File: src/rtl/xcvr_pkg.sv
package xcvr_pkg;
  localparam int unsigned BUS_W = 18;

  // Drive decision for one side: polarity chosen per path, reset wins.
  function automatic logic drive_on(input logic oe, input logic act_high, input logic rst);
    return !rst && (act_high ? oe : !oe);
  endfunction

  // Rising strobe seen between two consecutive samples.
  function automatic logic strobe_rise(input logic prev, input logic cur);
    return !prev && cur;
  endfunction
endpackage

File: src/rtl/xcvr_rise_det.sv
module xcvr_rise_det (
  input  logic clk_i,
  input  logic rst_i,
  input  logic stb_i,
  output logic rise_o
);
  import xcvr_pkg::*;

  logic prev_q;

  always_ff @(posedge clk_i) begin
    if (rst_i) prev_q <= 1'b1;
    else       prev_q <= stb_i;
  end

  assign rise_o = strobe_rise(prev_q, stb_i);

  // right after reset a high strobe is not a rise
  assert_no_rise_after_reset_R8: assert property (@(posedge clk_i)
    rst_i |=> (!rise_o || !$past(stb_i) || $past(rst_i) == 1'b1 && !stb_i) || !rise_o);
endmodule

File: src/rtl/xcvr_store.sv
module xcvr_store #(
  parameter int unsigned W = 18
) (
  input  logic         clk_i,
  input  logic         rst_i,
  input  logic         open_i,
  input  logic         cap_i,
  input  logic [W-1:0] d_i,
  output logic [W-1:0] q_o
);
  logic take;
  assign take = open_i || cap_i;

  always_ff @(posedge clk_i) begin
    if (rst_i)     q_o <= '0;
    else if (take) q_o <= d_i;
  end

  assert_reset_clear_R8: assert property (@(posedge clk_i)
    rst_i |=> q_o == '0);
  assert_track_open_R1: assert property (@(posedge clk_i) disable iff (rst_i)
    open_i |=> q_o == $past(d_i));
  assert_hold_R2: assert property (@(posedge clk_i) disable iff (rst_i)
    (!open_i && !cap_i) |=> $stable(q_o));
  assert_capture_R3: assert property (@(posedge clk_i) disable iff (rst_i)
    (!open_i && cap_i) |=> q_o == $past(d_i));
  assert_open_wins_R4: assert property (@(posedge clk_i) disable iff (rst_i)
    (open_i && cap_i) |=> q_o == $past(d_i));
endmodule

File: src/rtl/xcvr_path.sv
module xcvr_path #(
  parameter int unsigned W       = 18,
  parameter bit          OE_HIGH = 1'b1
) (
  input  logic         clk_i,
  input  logic         rst_i,
  input  logic [W-1:0] d_i,
  input  logic         oe_i,
  input  logic         open_i,
  input  logic         stb_i,
  output logic [W-1:0] y_o,
  output logic         drv_o
);
  import xcvr_pkg::*;

  logic         rise;
  logic [W-1:0] held;

  xcvr_rise_det u_det (
    .clk_i (clk_i),
    .rst_i (rst_i),
    .stb_i (stb_i),
    .rise_o(rise)
  );

  xcvr_store #(.W(W)) u_store (
    .clk_i (clk_i),
    .rst_i (rst_i),
    .open_i(open_i),
    .cap_i (rise),
    .d_i   (d_i),
    .q_o   (held)
  );

  assign y_o   = open_i ? d_i : held;
  assign drv_o = drive_on(oe_i, OE_HIGH, rst_i);

  // the drive control never blocks an update of storage
  assert_store_ignores_oe_R7: assert property (@(posedge clk_i) disable iff (rst_i)
    (!open_i && rise && !drv_o) |=> held == $past(d_i));
endmodule

File: src/rtl/bus_xcvr.sv
module bus_xcvr #(
  parameter int unsigned WIDTH = xcvr_pkg::BUS_W
) (
  input  logic             clk_i,
  input  logic             rst_i,
  input  logic [WIDTH-1:0] a_i,
  input  logic [WIDTH-1:0] b_i,
  input  logic             ab_oe_i,
  input  logic             ab_open_i,
  input  logic             ab_stb_i,
  input  logic             ba_oe_n_i,
  input  logic             ba_open_i,
  input  logic             ba_stb_i,
  output logic [WIDTH-1:0] b_o,
  output logic             b_drv_o,
  output logic [WIDTH-1:0] a_o,
  output logic             a_drv_o
);
  // A to B: drive active high
  xcvr_path #(.W(WIDTH), .OE_HIGH(1'b1)) u_ab (
    .clk_i (clk_i),
    .rst_i (rst_i),
    .d_i   (a_i),
    .oe_i  (ab_oe_i),
    .open_i(ab_open_i),
    .stb_i (ab_stb_i),
    .y_o   (b_o),
    .drv_o (b_drv_o)
  );

  // B to A: drive active low
  xcvr_path #(.W(WIDTH), .OE_HIGH(1'b0)) u_ba (
    .clk_i (clk_i),
    .rst_i (rst_i),
    .d_i   (b_i),
    .oe_i  (ba_oe_n_i),
    .open_i(ba_open_i),
    .stb_i (ba_stb_i),
    .y_o   (a_o),
    .drv_o (a_drv_o)
  );

  assert_reset_quiet_R8: assert property (@(posedge clk_i)
    rst_i |-> (!b_drv_o && !a_drv_o));
  assert_b_drive_high_R5: assert property (@(posedge clk_i) disable iff (rst_i)
    ab_oe_i == b_drv_o);
  assert_a_drive_low_R6: assert property (@(posedge clk_i) disable iff (rst_i)
    ba_oe_n_i == !a_drv_o);
endmodule

File: config.mk
export PLATFORM = sky130hd
export DESIGN_NAME = bus_xcvr
export DESIGN_NICKNAME = d
export VERILOG_FILES = /design/src/rtl/xcvr_pkg.sv /design/src/rtl/xcvr_rise_det.sv /design/src/rtl/xcvr_store.sv /design/src/rtl/xcvr_path.sv /design/src/rtl/bus_xcvr.sv
export SDC_FILE = /design/constraint.sdc
export NUM_CORES = 1
export LEC_CHECK = 0
export CORE_UTILIZATION = 46
export CTS_BUF_LIST = sky130_fd_sc_hd__clkbuf_8
export CTS_CLUSTER_DIAMETER = 150
export DETAILED_ROUTE_END_ITERATION = 10
export PLACE_DENSITY = 0.79
export SLEW_MARGIN = 20
export SYNTH_ARGS = -nofsm -noshare
export SYNTH_HDL_FRONTEND = slang
export SYNTH_SLANG_ARGS = --single-unit
File: constraint.sdc
create_clock -name clk_i -period 1.2 [get_ports clk_i]
set_input_delay 0.18 -clock clk_i [delete_from_list [all_inputs] [get_ports clk_i]]
set_output_delay 0.18 -clock clk_i [all_outputs]
set_load 0.005 [all_outputs]
==> out/qor.yml <==
run_status:
  status: "finished with violations"
  violations: "design-rule violations"
cts:
  root_buffer: "clkbuf_8"
  cts_buffers: 5
  cts_htree_levels: 2
  clkLatencyLatePin_ns: 0.28
  numClockSinks: 38
  cts_tree: "built"
  cts_buffer_depth: 2
  clk_pin_slew_ns: 0.07
synth:
  ys_seq_area_frac: 0.3504
  synth_area_um2: 2171
  avgSynthCellArea_um2: 10.54
  syn-num-nets: 250
  ys_warn_count: 0
  synthCells: 206
  synth_seq_cells: 38
  synth.distinct_cells: 14
floorplan:
  pin_count: 82
  die_w_um: 70.70
  core_area_um2: 4444
  die_h_um: 70.70
  initial_core_util: 0.4885
  die_area_um2: 4998
  rows: 24
place:
  gp_congestion: 0.7303
  dp.cells: 338
  io_buffers: 81
  dp_hpwl_mm: 3.299
setup_path:
  cp_slowest_cell: "clkdlybuf4s50_1"
  path_class: "in2out"
  arrival_ns: 1.00
  cp-startpoint: "b_i[11]"
  path_cells: "clkdlybuf4s50_1 -> mux2_2 -> buf_6"
  cp.required_ns: 1.02
  r2r_start: "u_ba.u_det.prev_q$_SDFF_PP1_"
  end_kind: "primary output"
  start_kind: "input pin"
  crit_fanout: 2
  critical-path-max-stage-delay_ns: 0.41
sta:
  min_period_ns: 1.179
  rsz0062_at_grt: "yes"
  period_share: 0.9827
  clock_skew_ns: 0.003421
  finalSetupTns_ns: 0
  timing.final.max_slew_violations: 0
  fmax_mhz: 848.0
  tightestPinTransition_ns: 0.1372
  hold_viol: 0
  whs_ns: 0.1949
  setup_viol_count_final: 0
  slew_headroom: 0.9059
global_routing:
  grt_pass1_wl_mm: 7.741
  grt_use_total: 0.1963
  grt.overflow.total: 0
  grt_antenna_before_repair: 0
  grt_max_degree: 43
  first_global_vias: 1677
detailed_routing:
  vias: 1692
  routed_wl_mm: 4.572
  ant_nets: 0
  firstDrtPassIters: 7
  drc: 8
  routed_via_density: 4.862
  routedWlPerCell_um: 13.14
  initialDrtViolationCount: 49
flow_run:
  drv_cap: 0
pwr:
  power.density_nw_per_um2: 949.6
  vdd_drop_max_v: 0.0006172
  leakage_nw: 1.437
  finalPower_mw: 2.932
final_layout:
  diodes: 0
  area_growth_pct: 42.25
  final_nets: 340
  final_common_cell: "nand2b_1"
  final_cell_mix: "nand2b_1, mux2i_1, mux2_2, buf_2, dfxtp_2"
  fin_cells: 348
  drive_gt1_frac: 0.4426
worst_hold_path:
  worstHoldStart: "a_i[10]"
  hold_class: "in2reg"
worst paths after layout:
check	to	slack, ns	depth (start not counted)
max	a_o[11]	0.02	3
max reg2reg	u_ba.u_store.q_o[5]$_SDFFE_PP0P_	0.18	4
min reg2reg	u_ba.u_store.q_o[0]$_SDFFE_PP0P_	0.48	2
min	u_ab.u_store.q_o[10]$_SDFFE_PP0P_	0.19	3
area by class of cell:
| class | instances | area (µm²) |
|---|---|---|
| repair buffers | 99 | 865.8 |
| clock inverters | 2 | 7.507 |
| multi-input cells | 150 | 1275 |
| flip-flops and latches | 38 | 798.3 |
| clock buffers | 5 | 68.82 |
| fillers | 378 | 1356 |
| well taps | 52 | 65.06 |
| inverters | 2 | 7.507 |
through the flow:
stage               setup WS [ns]  utilization  cell area, µm²
floorplan                  0.2005            -            2171
global placement          -0.6385       0.6982            3103
detailed placement        -0.6495       0.6982            3103
CTS                      -0.06222       0.6886            3060
global route            -0.006707       0.6948            3088
finish                    0.02072       0.6948            3088
power breakdown:
group	switching, mW	total [mW]	internal, mW
clock network	0.410	0.793	0.383
registers	0.0432	1.40	1.36
logic	0.269	0.734	0.465
total	0.723	2.93	2.21
synth_stat cells:
cell      number  share of area
or2_2          2         0.0058
nor2_1         1         0.0017
mux2_2        36           0.19
buf_4          2         0.0069
clkbuf_1       7          0.012
a21oi_4        2          0.015
nor2b_1        1         0.0029
mux2i_1       36           0.17
buf_6          4          0.021
inv_1          2         0.0035
nand2b_1      72           0.21
buf_2          1         0.0023
buf_12         2          0.018
dfxtp_1       38           0.35
state kept, by name, summed over array words and instances (netlist names):
| signal | flops |
|---|---|
| u_ab.u_store.q_o | 18 |
| u_ab.u_det.prev_q | 1 |
| u_ba.u_det.prev_q | 1 |
| u_ba.u_store.q_o | 18 |
worst max-delay path, delay by kind of cell:
| family | cells | cell delay (ns) |
|---|---|---|
| buffers and inverters | 2 | 0.53 |
| multiplexers | 1 | 0.29 |
metal layers:
layer  up-vias  wire [µm]  global-route usage
met5         -          0                   0
met4         0         42             0.06000
met3         4        163             0.03989
met2        39       2287              0.3483
met1       788       2080              0.2390
li1        861          -                   -
repair_timing:
| action | CTS | global route |
|---|---|---|
| hold buffers | 0 | 0 |
| buffers inserted | 1 | 0 |
| cloned | 2 | 0 |
| endpoints found under the setup margin | 38 | 8 |
| resized for setup | 202 | 10 |
cells by family (layout without fill, tap and decap cells):
family,after synthesis,in the layout,synth area share
muxes,72,72,0.3527
and+or+nand+nor,76,76,0.2179
buffers and inverters,18,108,0.06398
AOI/OAI and AO/OA,2,2,0.01499
DFF,38,38,0.3504
(Power assumes the default switching activity.)
